<file path="config.mk">
export PLATFORM = sky130hd
export DESIGN_NAME = ep_irq_aggregator
export DESIGN_NICKNAME = d
export VERILOG_FILES = /design/src/rtl/ep_irq_pkg.sv /design/src/rtl/ep_irq_in_slot.sv /design/src/rtl/ep_irq_out_slot.sv /design/src/rtl/ep_irq_regif.sv /design/src/rtl/ep_irq_aggregator.sv
export SDC_FILE = /design/constraint.sdc
export NUM_CORES = 1
export LEC_CHECK = 0
export CAP_MARGIN = 25
export CORE_UTILIZATION = 40
export DETAILED_ROUTE_END_ITERATION = 16
export DONT_BUFFER_PORTS = 1
export GPL_TIMING_DRIVEN = 1
export SLEW_MARGIN = 20
export SYNTH_ARGS = -nofsm -noshare
export SYNTH_HDL_FRONTEND = slang
export SYNTH_SLANG_ARGS = --single-unit
</file>
<file path="constraint.sdc">
create_clock -name clk -period 5.5 [get_ports clk]
set_clock_uncertainty 0.1 [all_clocks]
set_input_delay 1.65 -clock clk [delete_from_list [all_inputs] [get_ports clk]]
set_output_delay 1.65 -clock clk [all_outputs]
set_load 0.005 [all_outputs]
</file>
<file path="src/rtl/ep_irq_pkg.sv">
`timescale 1ns/1ps
package ep_irq_pkg;

  typedef enum logic [2:0] {
    EV_XFER_DONE = 3'd0,
    EV_TIMEOUT   = 3'd1,
    EV_IN_TOKEN  = 3'd2,
    EV_OUT_TOKEN = 3'd3,
    EV_SETUP     = 3'd4
  } ev_kind_e;

  localparam int IN_W  = 4;
  localparam int OUT_W = 3;

  localparam int IN_DONE     = 0;
  localparam int IN_TIMEOUT  = 1;
  localparam int IN_MISMATCH = 2;
  localparam int IN_NAK_EFF  = 3;

  localparam int OUT_DONE  = 0;
  localparam int OUT_SETUP = 1;
  localparam int OUT_B2B   = 2;

  localparam int SUM_OUT_LSB = 16;

  localparam int                     SETUP_CNT_W   = 2;
  localparam logic [SETUP_CNT_W-1:0] SETUP_CNT_MAX = 2'd3;

  // Saturating count of SETUP packets since the last other token.
  function automatic logic [SETUP_CNT_W-1:0] setup_cnt_next(
    input logic [SETUP_CNT_W-1:0] cnt,
    input logic                   setup_hit,
    input logic                   other_tok
  );
    if (other_tok)                              return '0;
    else if (setup_hit && cnt != SETUP_CNT_MAX) return cnt + 1'b1;
    else                                        return cnt;
  endfunction

  // A SETUP that arrives once the count is already saturated is the 4th+.
  function automatic logic b2b_trigger(
    input logic [SETUP_CNT_W-1:0] cnt,
    input logic                   setup_hit
  );
    return setup_hit && (cnt == SETUP_CNT_MAX);
  endfunction

  // Sticky status update: set has priority over clear.
  function automatic logic [7:0] w1c_next(
    input logic [7:0] cur,
    input logic [7:0] set,
    input logic [7:0] clr
  );
    return (cur & ~clr) | set;
  endfunction

endpackage

</file>
<file path="src/rtl/ep_irq_in_slot.sv">
`timescale 1ns/1ps
module ep_irq_in_slot import ep_irq_pkg::*; #(
  parameter int EP_W   = 4,
  parameter int EP_IDX = 0
) (
  input  logic            clk,
  input  logic            rst_n,
  input  logic            ev_valid,
  input  ev_kind_e        ev_kind,
  input  logic            ev_dir_in,
  input  logic [EP_W-1:0] ev_ep,
  input  logic [EP_W-1:0] fifo_head_ep,
  input  logic            periodic,
  input  logic            nak_req,
  input  logic            stall,
  input  logic            cnak,
  input  logic            clr_wr,
  input  logic [IN_W-1:0] clr_data,
  output logic [IN_W-1:0] status
);

  localparam logic [EP_W-1:0] MY_EP = EP_W'(EP_IDX);

  logic            ev_hit;
  logic            in_tok;
  logic            set_done;
  logic            set_timeout;
  logic            set_mismatch;
  logic            set_nak;
  logic [IN_W-1:0] set_vec;
  logic [IN_W-1:0] clr_vec;

  assign ev_hit       = ev_valid && (ev_ep == MY_EP);
  assign in_tok       = ev_hit && (ev_kind == EV_IN_TOKEN);
  assign set_done     = ev_hit && (ev_kind == EV_XFER_DONE) && ev_dir_in;
  assign set_timeout  = ev_hit && (ev_kind == EV_TIMEOUT);
  assign set_mismatch = in_tok && periodic && (fifo_head_ep != MY_EP);
  assign set_nak      = in_tok && periodic && nak_req && !stall;

  always_comb begin
    set_vec              = '0;
    set_vec[IN_DONE]     = set_done;
    set_vec[IN_TIMEOUT]  = set_timeout;
    set_vec[IN_MISMATCH] = set_mismatch;
    set_vec[IN_NAK_EFF]  = set_nak;
  end

  assign clr_vec = (clr_wr ? clr_data : '0) | (cnak ? IN_W'(1 << IN_NAK_EFF) : '0);

  always_ff @(posedge clk or negedge rst_n) begin
    if (!rst_n) status <= '0;
    else        status <= IN_W'(w1c_next(8'(status), 8'(set_vec), 8'(clr_vec)));
  end

  // every bit that an event sets is present in the next cycle
  a_r4_set_wins: assert property (@(posedge clk) disable iff (!rst_n)
    (|set_vec) |=> ((status & $past(set_vec)) == $past(set_vec)));

  // clear-NAK removes NAK-effective unless a new set arrives
  a_r7_cnak_clears: assert property (@(posedge clk) disable iff (!rst_n)
    (cnak && !set_nak) |=> !status[IN_NAK_EFF]);

  // NAK-effective only rises after an IN token with NAK and no STALL
  a_r6_stall_blocks_nak: assert property (@(posedge clk) disable iff (!rst_n)
    $rose(status[IN_NAK_EFF]) |-> $past(in_tok && periodic && nak_req && !stall));

endmodule

</file>
<file path="src/rtl/ep_irq_out_slot.sv">
`timescale 1ns/1ps
module ep_irq_out_slot import ep_irq_pkg::*; #(
  parameter int EP_W   = 4,
  parameter int EP_IDX = 0
) (
  input  logic             clk,
  input  logic             rst_n,
  input  logic             ev_valid,
  input  ev_kind_e         ev_kind,
  input  logic             ev_dir_in,
  input  logic [EP_W-1:0]  ev_ep,
  input  logic             is_ctrl,
  input  logic             clr_wr,
  input  logic [OUT_W-1:0] clr_data,
  output logic [OUT_W-1:0] status
);

  localparam logic [EP_W-1:0] MY_EP = EP_W'(EP_IDX);

  logic                   ev_hit;
  logic                   setup_hit;
  logic                   other_tok;
  logic                   set_done;
  logic                   set_b2b;
  logic [SETUP_CNT_W-1:0] setup_cnt;
  logic [OUT_W-1:0]       set_vec;
  logic [OUT_W-1:0]       clr_vec;

  assign ev_hit    = ev_valid && (ev_ep == MY_EP);
  assign setup_hit = ev_hit && (ev_kind == EV_SETUP);
  assign other_tok = ev_hit && ((ev_kind == EV_IN_TOKEN) || (ev_kind == EV_OUT_TOKEN));
  assign set_done  = ev_hit && (ev_kind == EV_XFER_DONE) && !ev_dir_in;
  assign set_b2b   = is_ctrl && b2b_trigger(setup_cnt, setup_hit);

  always_comb begin
    set_vec            = '0;
    set_vec[OUT_DONE]  = set_done;
    set_vec[OUT_SETUP] = setup_hit;
    set_vec[OUT_B2B]   = set_b2b;
  end

  assign clr_vec = clr_wr ? clr_data : '0;

  always_ff @(posedge clk or negedge rst_n) begin
    if (!rst_n) begin
      setup_cnt <= '0;
      status    <= '0;
    end else begin
      setup_cnt <= setup_cnt_next(setup_cnt, setup_hit, other_tok);
      status    <= OUT_W'(w1c_next(8'(status), 8'(set_vec), 8'(clr_vec)));
    end
  end

  // set beats a simultaneous clear
  a_r4_out_set_wins: assert property (@(posedge clk) disable iff (!rst_n)
    (|set_vec) |=> ((status & $past(set_vec)) == $past(set_vec)));

  // any other token restarts the SETUP count
  a_r9_count_restart: assert property (@(posedge clk) disable iff (!rst_n)
    other_tok |=> (setup_cnt == '0));

  // back-to-back flag rises only on a saturated SETUP of a control endpoint
  a_r8_b2b_on_fourth: assert property (@(posedge clk) disable iff (!rst_n)
    $rose(status[OUT_B2B]) |-> $past(setup_hit && is_ctrl && (setup_cnt == SETUP_CNT_MAX)));

endmodule

</file>
<file path="src/rtl/ep_irq_regif.sv">
`timescale 1ns/1ps
module ep_irq_regif import ep_irq_pkg::*; #(
  parameter int                NUM_EP    = 16,
  parameter int                EP_W      = 4,
  parameter int                ADDR_W    = 12,
  parameter int                STRIDE_LG = 5,
  parameter logic [ADDR_W-1:0] IN_BASE   = 'h100,
  parameter logic [ADDR_W-1:0] OUT_BASE  = 'h300,
  parameter logic [ADDR_W-1:0] SUM_ADDR  = 'h018,
  parameter logic [ADDR_W-1:0] MASK_ADDR = 'h01C
) (
  input  logic                    clk,
  input  logic                    rst_n,
  input  logic [ADDR_W-1:0]       bus_addr,
  input  logic                    bus_wr,
  input  logic [31:0]             bus_wdata,
  input  logic [NUM_EP*IN_W-1:0]  in_status,
  input  logic [NUM_EP*OUT_W-1:0] out_status,
  output logic [NUM_EP-1:0]       in_clr_wr,
  output logic [NUM_EP-1:0]       out_clr_wr,
  output logic [31:0]             bus_rdata,
  output logic [31:0]             ep_summary
);

  localparam logic [ADDR_W-1:0] SPAN = ADDR_W'(NUM_EP << STRIDE_LG);

  logic [ADDR_W-1:0] off_in;
  logic [ADDR_W-1:0] off_out;
  logic              hit_in;
  logic              hit_out;
  logic              hit_sum;
  logic              hit_mask;
  logic [EP_W-1:0]   slot_in;
  logic [EP_W-1:0]   slot_out;
  logic [IN_W-1:0]   in_mask;
  logic [OUT_W-1:0]  out_mask;
  logic              unused_wdata;

  assign unused_wdata = ^{bus_wdata[31:SUM_OUT_LSB+OUT_W], bus_wdata[SUM_OUT_LSB-1:IN_W]};

  assign off_in   = bus_addr - IN_BASE;
  assign off_out  = bus_addr - OUT_BASE;
  assign hit_in   = (bus_addr >= IN_BASE) && (off_in < SPAN) && (off_in[STRIDE_LG-1:0] == '0);
  assign hit_out  = (bus_addr >= OUT_BASE) && (off_out < SPAN) && (off_out[STRIDE_LG-1:0] == '0);
  assign hit_sum  = (bus_addr == SUM_ADDR);
  assign hit_mask = (bus_addr == MASK_ADDR);
  assign slot_in  = off_in[STRIDE_LG +: EP_W];
  assign slot_out = off_out[STRIDE_LG +: EP_W];

  always_comb begin
    for (int i = 0; i < NUM_EP; i++) begin
      in_clr_wr[i]  = bus_wr && hit_in  && (int'(slot_in)  == i);
      out_clr_wr[i] = bus_wr && hit_out && (int'(slot_out) == i);
    end
  end

  always_ff @(posedge clk or negedge rst_n) begin
    if (!rst_n) begin
      in_mask  <= '1;
      out_mask <= '1;
    end else if (bus_wr && hit_mask) begin
      in_mask  <= bus_wdata[IN_W-1:0];
      out_mask <= bus_wdata[SUM_OUT_LSB +: OUT_W];
    end
  end

  for (genvar g = 0; g < SUM_OUT_LSB; g++) begin : g_sum
    if (g < NUM_EP) begin : g_live
      assign ep_summary[g]             = |(in_status[g*IN_W +: IN_W] & in_mask);
      assign ep_summary[SUM_OUT_LSB+g] = |(out_status[g*OUT_W +: OUT_W] & out_mask);
    end else begin : g_none
      assign ep_summary[g]             = 1'b0;
      assign ep_summary[SUM_OUT_LSB+g] = 1'b0;
    end
  end

  always_comb begin
    bus_rdata = '0;
    if (hit_in)
      bus_rdata[IN_W-1:0] = in_status[int'(slot_in)*IN_W +: IN_W];
    else if (hit_out)
      bus_rdata[OUT_W-1:0] = out_status[int'(slot_out)*OUT_W +: OUT_W];
    else if (hit_sum)
      bus_rdata = ep_summary;
    else if (hit_mask) begin
      bus_rdata[IN_W-1:0]              = in_mask;
      bus_rdata[SUM_OUT_LSB +: OUT_W]  = out_mask;
    end
  end

  // the decoded regions never overlap
  a_r11_one_region: assert property (@(posedge clk) disable iff (!rst_n)
    $onehot0({hit_in, hit_out, hit_sum, hit_mask}));

  // at most one endpoint register is cleared per write
  a_r11_one_clear: assert property (@(posedge clk) disable iff (!rst_n)
    $countones({in_clr_wr, out_clr_wr}) <= 1);

endmodule

</file>
<file path="src/rtl/ep_irq_aggregator.sv">
`timescale 1ns/1ps
module ep_irq_aggregator import ep_irq_pkg::*; #(
  parameter int                NUM_EP    = 16,
  parameter int                ADDR_W    = 12,
  parameter int                STRIDE_LG = 5,
  parameter logic [ADDR_W-1:0] IN_BASE   = 'h100,
  parameter logic [ADDR_W-1:0] OUT_BASE  = 'h300,
  parameter logic [ADDR_W-1:0] SUM_ADDR  = 'h018,
  parameter logic [ADDR_W-1:0] MASK_ADDR = 'h01C,
  localparam int               EP_W      = $clog2(NUM_EP)
) (
  input  logic              clk,
  input  logic              rst_n,
  input  logic              ev_valid,
  input  logic [2:0]        ev_kind,
  input  logic              ev_dir_in,
  input  logic [EP_W-1:0]   ev_ep,
  input  logic [EP_W-1:0]   fifo_head_ep,
  input  logic [NUM_EP-1:0] ep_periodic,
  input  logic [NUM_EP-1:0] ep_ctrl,
  input  logic [NUM_EP-1:0] ep_nak_req,
  input  logic [NUM_EP-1:0] ep_stall,
  input  logic [NUM_EP-1:0] ep_cnak,
  input  logic [ADDR_W-1:0] bus_addr,
  input  logic              bus_wr,
  input  logic [31:0]       bus_wdata,
  output logic [31:0]       bus_rdata,
  output logic [31:0]       ep_summary,
  output logic              irq_in_any,
  output logic              irq_out_any
);

  ev_kind_e                 kind_e;
  logic [NUM_EP*IN_W-1:0]   in_status;
  logic [NUM_EP*OUT_W-1:0]  out_status;
  logic [NUM_EP-1:0]        in_clr_wr;
  logic [NUM_EP-1:0]        out_clr_wr;

  assign kind_e = ev_kind_e'(ev_kind);

  for (genvar e = 0; e < NUM_EP; e++) begin : g_ep
    ep_irq_in_slot #(.EP_W(EP_W), .EP_IDX(e)) u_in (
      .clk          (clk),
      .rst_n        (rst_n),
      .ev_valid     (ev_valid),
      .ev_kind      (kind_e),
      .ev_dir_in    (ev_dir_in),
      .ev_ep        (ev_ep),
      .fifo_head_ep (fifo_head_ep),
      .periodic     (ep_periodic[e]),
      .nak_req      (ep_nak_req[e]),
      .stall        (ep_stall[e]),
      .cnak         (ep_cnak[e]),
      .clr_wr       (in_clr_wr[e]),
      .clr_data     (bus_wdata[IN_W-1:0]),
      .status       (in_status[e*IN_W +: IN_W])
    );

    ep_irq_out_slot #(.EP_W(EP_W), .EP_IDX(e)) u_out (
      .clk       (clk),
      .rst_n     (rst_n),
      .ev_valid  (ev_valid),
      .ev_kind   (kind_e),
      .ev_dir_in (ev_dir_in),
      .ev_ep     (ev_ep),
      .is_ctrl   (ep_ctrl[e]),
      .clr_wr    (out_clr_wr[e]),
      .clr_data  (bus_wdata[OUT_W-1:0]),
      .status    (out_status[e*OUT_W +: OUT_W])
    );
  end

  ep_irq_regif #(
    .NUM_EP    (NUM_EP),
    .EP_W      (EP_W),
    .ADDR_W    (ADDR_W),
    .STRIDE_LG (STRIDE_LG),
    .IN_BASE   (IN_BASE),
    .OUT_BASE  (OUT_BASE),
    .SUM_ADDR  (SUM_ADDR),
    .MASK_ADDR (MASK_ADDR)
  ) u_regif (
    .clk        (clk),
    .rst_n      (rst_n),
    .bus_addr   (bus_addr),
    .bus_wr     (bus_wr),
    .bus_wdata  (bus_wdata),
    .in_status  (in_status),
    .out_status (out_status),
    .in_clr_wr  (in_clr_wr),
    .out_clr_wr (out_clr_wr),
    .bus_rdata  (bus_rdata),
    .ep_summary (ep_summary)
  );

  assign irq_in_any  = |ep_summary[SUM_OUT_LSB-1:0];
  assign irq_out_any = |ep_summary[31:SUM_OUT_LSB];

  // an interrupt output never stays high once every status bit is zero
  a_r10_irq_needs_status: assert property (@(posedge clk) disable iff (!rst_n)
    (irq_in_any || irq_out_any) |-> ((|in_status) || (|out_status)));

endmodule

</file>
==> results of run 1 <==
-- sequential cells by signal, indices dropped and copies added, names as in the netlist --
signal / flops
u_regif.out_mask: 3
g_ep.u_out.status: 48
g_ep.u_out.setup_cnt: 32
u_regif.in_mask: 4
g_ep.u_in.status: 64
-- synth_stat cells, drive strengths merged, types with 17 or more instances --
| library cell | n | share of area (%) |
|---|---|---|
| a211o | 19 | 1.7 |
| a211oi | 18 | 1.4 |
| a22o | 18 | 1.6 |
| a22oi | 39 | 3.0 |
| buf | 33 | 2.2 |
| clkbuf | 66 | 2.5 |
| dfrtp | 144 | 37 |
| ha | 19 | 2.4 |
| inv | 52 | 2.0 |
| mux4 | 30 | 6.9 |
| nand2 | 120 | 4.6 |
| nand2b | 22 | 1.4 |
| nand4 | 38 | 2.4 |
| nor2 | 32 | 1.2 |
| nor2b | 23 | 1.5 |
| nor4 | 23 | 1.5 |
| o211ai | 17 | 1.3 |
| o21ai | 79 | 4.0 |
| o31ai | 32 | 2.5 |
| o41ai | 23 | 2.1 |
-- report_power, final --
part           leakage, nW  internal [mW]  switching (mW)
registers             1.88           1.18          0.0599
clock network        0.266          0.649           0.480
logic                 2.10          0.105           0.147
total                 4.25           1.93           0.687
-- worst max-delay path: cells and delay by family --
kind | cells | cell delay (ns)
AO/OA/AOI/OAI | 1 | 0.21
AND/OR/NAND/NOR | 2 | 1.03
adder cells (fa/ha/maj) | 1 | 0.13
buffers and inverters | 3 | 0.44
-- layout by cell type (no fill, tap or decap), types with 23 or more instances in the layout --
cell	n
o21ai_0	78
o41ai_1	23
inv_1	52
dfrtp_1	144
nand4_1	38
o31ai_1	32
nor2_1	32
nand2_1	120
a22oi_1	39
nor2b_1	23
buf_4	28
mux4_2	30
-- how the worst max path moves through the flow --
stage	start	endpoint	slack (ns)	cells after the start
after floorplan	bus_addr[8]	bus_rdata[21]	0.17	8
after global placement	bus_addr[9]	bus_rdata[17]	0.29	7
after detailed placement	bus_addr[9]	bus_rdata[18]	0.28	7
after CTS	bus_addr[9]	bus_rdata[18]	0.27	7
after global routing	bus_addr[9]	bus_rdata[16]	0.18	7
final	bus_addr[9]	bus_rdata[18]	0.26	7
-- cells by family (layout without fill, tap and decap cells) --
kind of cell               after synthesis  in the layout  synth area share, %
AOI/OAI and AO/OA                      341            341                 25.6
and+or+nand+nor                        332            332                 18.2
muxes                                   43             43                 8.33
buffers and inverters                  151            112                 6.69
adders and majority gates               19             19                 2.43
DFF                                    151            151                 38.7
-- per-stage QoR --
| stage | area [sq um] | util, % |
|---|---|---|
| after global placement | 9950 | 41.9 |
| after floorplan | 9780 | - |
| final | 10500 | 44.3 |
| after CTS | 10500 | 44.2 |
| after detailed placement | 9960 | 41.9 |
| after global routing | 10500 | 44.3 |
-- per-layer routing --
| metal | routed length (um) | GRT usage, % |
|---|---|---|
| met2 | 16800 | 45.3 |
| met1 | 15400 | 42.1 |
| met3 | 4220 | 7.13 |
| met4 | 1300 | 12.8 |
| met5 | 0 | 0 |
-- layout make-up --
| cell class | instances | area (sq um) | area share, % |
|---|---|---|---|
| clock buffer | 21 | 470 | 4.47 |
| clock inverter | 9 | 77.6 | 0.737 |
| inverter | 52 | 195 | 1.86 |
| multi-input combinational | 735 | 5370 | 51.0 |
| sequential | 151 | 3790 | 36.0 |
| tap | 319 | 399 | 3.79 |
| timing repair buffer | 30 | 220 | 2.09 |
==> impl_metrics.env, run 1 <==
export IMPL_status="finished, final reports clean"
export IMPL_h_tree_depth=4
export IMPL_yosys_warnings=0
export IMPL_clk_latency_ns=0.43
export IMPL_cp_max_fo=28
export IMPL_fmax_mhz=191
export IMPL_holdPathEnd="g_ep[8].u_out.setup_cnt[1]$_DFFE_PN0P_"
export IMPL_r2r_slack_ns=3.72
export IMPL_cts_sinks=151
export IMPL_synthesis_nets=1196
export IMPL_p_per_area_nw_per_um2=249
export IMPL_seq_area_frac_synth_pct=38.7
export IMPL_syn_to_final_growth_pct=7.60
export IMPL_fin_ws_ns=0.265
export IMPL_dp_slack_ns=0.281
export IMPL_netlist_instances=1037
export IMPL_grt_pass1_wl_um=54900
export IMPL_cts_resized=0
export IMPL_antenna_found_initial=1
export IMPL_drive_gt1_share_pct=11.5
export IMPL_wirelength_um=37700
export IMPL_postCtsHoldBufs=0
export IMPL_min_from="g_ep[8].u_out.setup_cnt[1]$_DFFE_PN0P_"
export IMPL_remaining_drc_errors=0
export IMPL_total_power_mw=2.62
export IMPL_num_vias=9203
export IMPL_ant_nets=0
export IMPL_cts_buffers=17
export IMPL_clk_pin_slew_ns=0.06
export IMPL_fp_dieArea_sq_um=25100
export IMPL_hp_class="reg2reg"
export IMPL_irDropWorstVdd_v=0.000212
export IMPL_crit_top_cell="buf_4"
export IMPL_r2r_cells=4
export IMPL_worst_pin_slew_ns=1.08
export IMPL_syn_area_per_cell_sq_um=9.43
export IMPL_wl_per_cell_um=28.6
export IMPL_cp_slowest_cell="or4_1"
export IMPL_cts_root_buf="clkbuf_16"
export IMPL_critPathKind="in2out"
export IMPL_cts_setup_buffers=0
export IMPL_min_path_cells=1
export IMPL_required_ns=3.75
export IMPL_final_nets=1146
export IMPL_stdcell_count=1317
export IMPL_dp_hpwl_um=27500
export IMPL_die_h_um=158
export IMPL_slowest_delay_ns=0.52
export IMPL_holdWs_ns=0.399
export IMPL_setup_viol=0
export IMPL_firstDrtPassIters=7
export IMPL_fin_crit_ns=5.24
export IMPL_n_fill_cell=2278
export IMPL_dp_cells=1285
export IMPL_synth_edff_count=0
export IMPL_critical_path_cell_chain="inv_1 > ha_1 > or4b_1 > or4_1 > buf_4 > o21ai_0 > buf_4"
export IMPL_p_leak_nw=4.25
export IMPL_cap_violations=0
export IMPL_drt_iter0_drc=1137
export IMPL_ys_ff_latch=151
export IMPL_track_usage_pct=30.4
export IMPL_netlist_area_sq_um=9780
export IMPL_crit_path_end_kind="output port"
export IMPL_grt_max_degree=152
export IMPL_cp_arrival_ns=3.49
export IMPL_grt_ovfl_total=0
export IMPL_hold_viol=0
export IMPL_cts_tree="built"
export IMPL_synth_main_ff_cell="dfrtp_1"
export IMPL_die_x_um=158
export IMPL_start_util_pct=41.2
export IMPL_ys_types=54
export IMPL_grt_setup_unrepaired="false"
export IMPL_cp_start_kind="input pin"
export IMPL_place_gp_congestion=0.918
export IMPL_period_share_pct=95.2
export IMPL_slew_headroom_pct=27.9
export IMPL_synthArstFlopShare_pct=100
export IMPL_vias_per_cell=6.99
export IMPL_antenna_cells=0
export IMPL_core_area_sq_um=23800
export IMPL_maxSlewViolCount=0
export IMPL_timing_rr_end="g_ep[4].u_out.setup_cnt[1]$_DFFE_PN0P_"
export IMPL_r2r_start="g_ep[4].u_out.setup_cnt[0]$_DFFE_PN0P_"
export IMPL_first_global_vias=8445
export IMPL_ioPinCount=206
export IMPL_io_buffers=0
export IMPL_tns_ns=0
export IMPL_clk_path_buf_depth=2
export IMPL_core_rowCount=56
No activity file was read; power rests on OpenSTA's default activity.
==> run 2, diff against run 1 <==
--- a/config.mk
+++ b/config.mk
@@ -7,9 +7,11 @@
 export LEC_CHECK = 0
 export CAP_MARGIN = 25
 export CORE_UTILIZATION = 40
+export CTS_BUF_LIST = sky130_fd_sc_hd__clkbuf_8
 export DETAILED_ROUTE_END_ITERATION = 16
 export DONT_BUFFER_PORTS = 1
 export GPL_TIMING_DRIVEN = 1
+export RECOVER_POWER = 50
 export SLEW_MARGIN = 20
 export SYNTH_ARGS = -nofsm -noshare
 export SYNTH_HDL_FRONTEND = slang
==> run 2 against run 1 <==
  * The flow now finishes with violations (max-capacitance violations, max-slew violations)
  * Via count about the same
  * Clock power down 27%
  * Critical path depth unchanged
  * Final cell count unchanged
  * First-iteration DRC count down 0.70%
  * Wire length down 0.14%
  * Power down 12%
  * Non-clock buffer count down 1
  * Critical endpoint unchanged
==> impl_metrics.env, run 2 (same netlist as run 1, synthesis figures left out) <==
export IMPL_remaining_drc_errors=0
export IMPL_r2r_start="g_ep[4].u_out.setup_cnt[0]$_DFFE_PN0P_"
export IMPL_irDropWorstVdd_v=0.000165
export IMPL_timing_rr_end="g_ep[4].u_out.setup_cnt[1]$_DFFE_PN0P_"
export IMPL_n_fill_cell=2295
export IMPL_io_buffers=0
export IMPL_period_share_pct=95.3
export IMPL_regArea_sq_um=3790
export IMPL_multi_input_area_sq_um=5370
export IMPL_critPathKind="in2out"
export IMPL_clk_path_buf_depth=2
export IMPL_start_util_pct=41.2
export IMPL_min_from="g_ep[8].u_out.setup_cnt[1]$_DFFE_PN0P_"
export IMPL_p_leak_nw=4.15
export IMPL_first_global_vias=8416
export IMPL_wl_per_cell_um=28.6
export IMPL_min_path_cells=1
export IMPL_syn_to_final_growth_pct=5.49
export IMPL_cts_buffers=17
export IMPL_tns_ns=0
export IMPL_fin_crit_ns=5.24
export IMPL_stdcell_area_sq_um=10300
export IMPL_cp_start_kind="input pin"
export IMPL_cp_arrival_ns=3.49
export IMPL_final_cell_mix="144 x dfrtp_1, 120 x nand2_1, 78 x o21ai_0"
export IMPL_die_h_um=158
export IMPL_track_usage_pct=30.3
export IMPL_postPlaceCellArea_sq_um=9960
export IMPL_grt_pass1_wl_um=54900
export IMPL_ant_nets=0
export IMPL_hp_class="reg2reg"
export IMPL_clk_latency_ns=0.46
export IMPL_required_ns=3.75
export IMPL_cts_setup_buffers=0
export IMPL_cp_max_fo=28
export IMPL_postCtsHoldBufs=0
export IMPL_cts_resized=0
export IMPL_crit_path_end_kind="output port"
export IMPL_cts_sinks=151
export IMPL_firstDrtPassIters=6
export IMPL_place_gp_congestion=0.918
export IMPL_top_regs="g_ep.u_in.status: 64 flops, g_ep.u_out.status: 48 flops, g_ep.u_out.setup_cnt: 32 flops"
export IMPL_p_per_area_nw_per_um2=224
export IMPL_status="finished, violations left"
export IMPL_final_nets=1145
export IMPL_cts_root_buf="clkbuf_8"
export IMPL_grt_ovfl_total=0
export IMPL_cap_violations=2
export IMPL_holdPathEnd="g_ep[8].u_out.setup_cnt[1]$_DFFE_PN0P_"
export IMPL_h_tree_depth=4
export IMPL_drt_iter0_drc=1129
export IMPL_ioPinCount=206
export IMPL_violations="max-capacitance violations, max-slew violations"
export IMPL_hold_viol=0
export IMPL_vias_per_cell=6.99
export IMPL_core_rowCount=56
export IMPL_antenna_found_initial=0
export IMPL_cts_tree="built"
export IMPL_wirelength_um=37600
export IMPL_setup_viol=0
export IMPL_total_power_mw=2.31
export IMPL_largest_reg_flops=64
export IMPL_num_vias=9211
export IMPL_die_x_um=158
export IMPL_dp_hpwl_um=27500
export IMPL_fmax_mhz=191
export IMPL_maxSlewViolCount=58
export IMPL_slew_headroom_pct=-48.4
export IMPL_r2r_cells=4
export IMPL_worst_pin_slew_ns=2.23
export IMPL_clk_pin_slew_ns=0.08
export IMPL_grt_max_degree=152
export IMPL_final_common_cell="dfrtp_1"
export IMPL_drive_gt1_share_pct=11.1
export IMPL_r2r_slack_ns=3.66
export IMPL_core_area_sq_um=23800
export IMPL_largest_register="g_ep.u_in.status"
export IMPL_grt_setup_unrepaired="false"
export IMPL_fp_dieArea_sq_um=25100
## run 2: metrics by stage
step                hold WS (ns)  worst slack, ns  utilization [%]  instances
floorplan                  0.361            0.172                -       1037
global placement           0.380            0.286             41.9       1283
detailed placement         0.386            0.281             41.9       1285
CTS                        0.405            0.274             43.4       1315
global route               0.412            0.184             43.4       1316
finish                     0.403            0.260             43.4       1317
## run 2: cell type report
type                            count  area share (%)
Inverter                           52            1.89
Timing Repair Buffer               29            2.01
Clock buffer                       20            2.67
Tap cell                          319            3.87
Antenna cell                        1          0.0243
Sequential cell                   151            36.7
Multi-Input combinational cell    735            52.0
Clock inverter                     10           0.789
## run 2: worst max path at each step
stage / start / endpoint / depth (start not counted)
floorplan: bus_addr[8] / bus_rdata[21] / 8
global placement: bus_addr[9] / bus_rdata[17] / 7
detailed placement: bus_addr[9] / bus_rdata[18] / 7
CTS: bus_addr[9] / bus_rdata[18] / 7
global route: bus_addr[9] / bus_rdata[16] / 7
finish: bus_addr[9] / bus_rdata[18] / 7
## run 2: metal layers
layer  share of wire (%)  vias up  GRT usage (%)
li1                    -     3944              -
met1                  41     4614           42.7
met2                  45      577           45.5
met3                  11       76           6.94
met4                 3.4        0           10.9
met5                   0        -              0
## run 2: critical path: stages
cell     delay (ns)
inv_1          0.06
ha_1           0.13
or4b_1         0.51
or4_1          0.52
buf_4          0.24
o21ai_0        0.21
buf_4          0.14
## run 2: power breakdown
part	internal, mW	total (mW)	switching (mW)
clock	0.382	0.820	0.437
sequential	1.17	1.23	0.0603
combinational	0.104	0.252	0.147
total	1.66	2.31	0.645
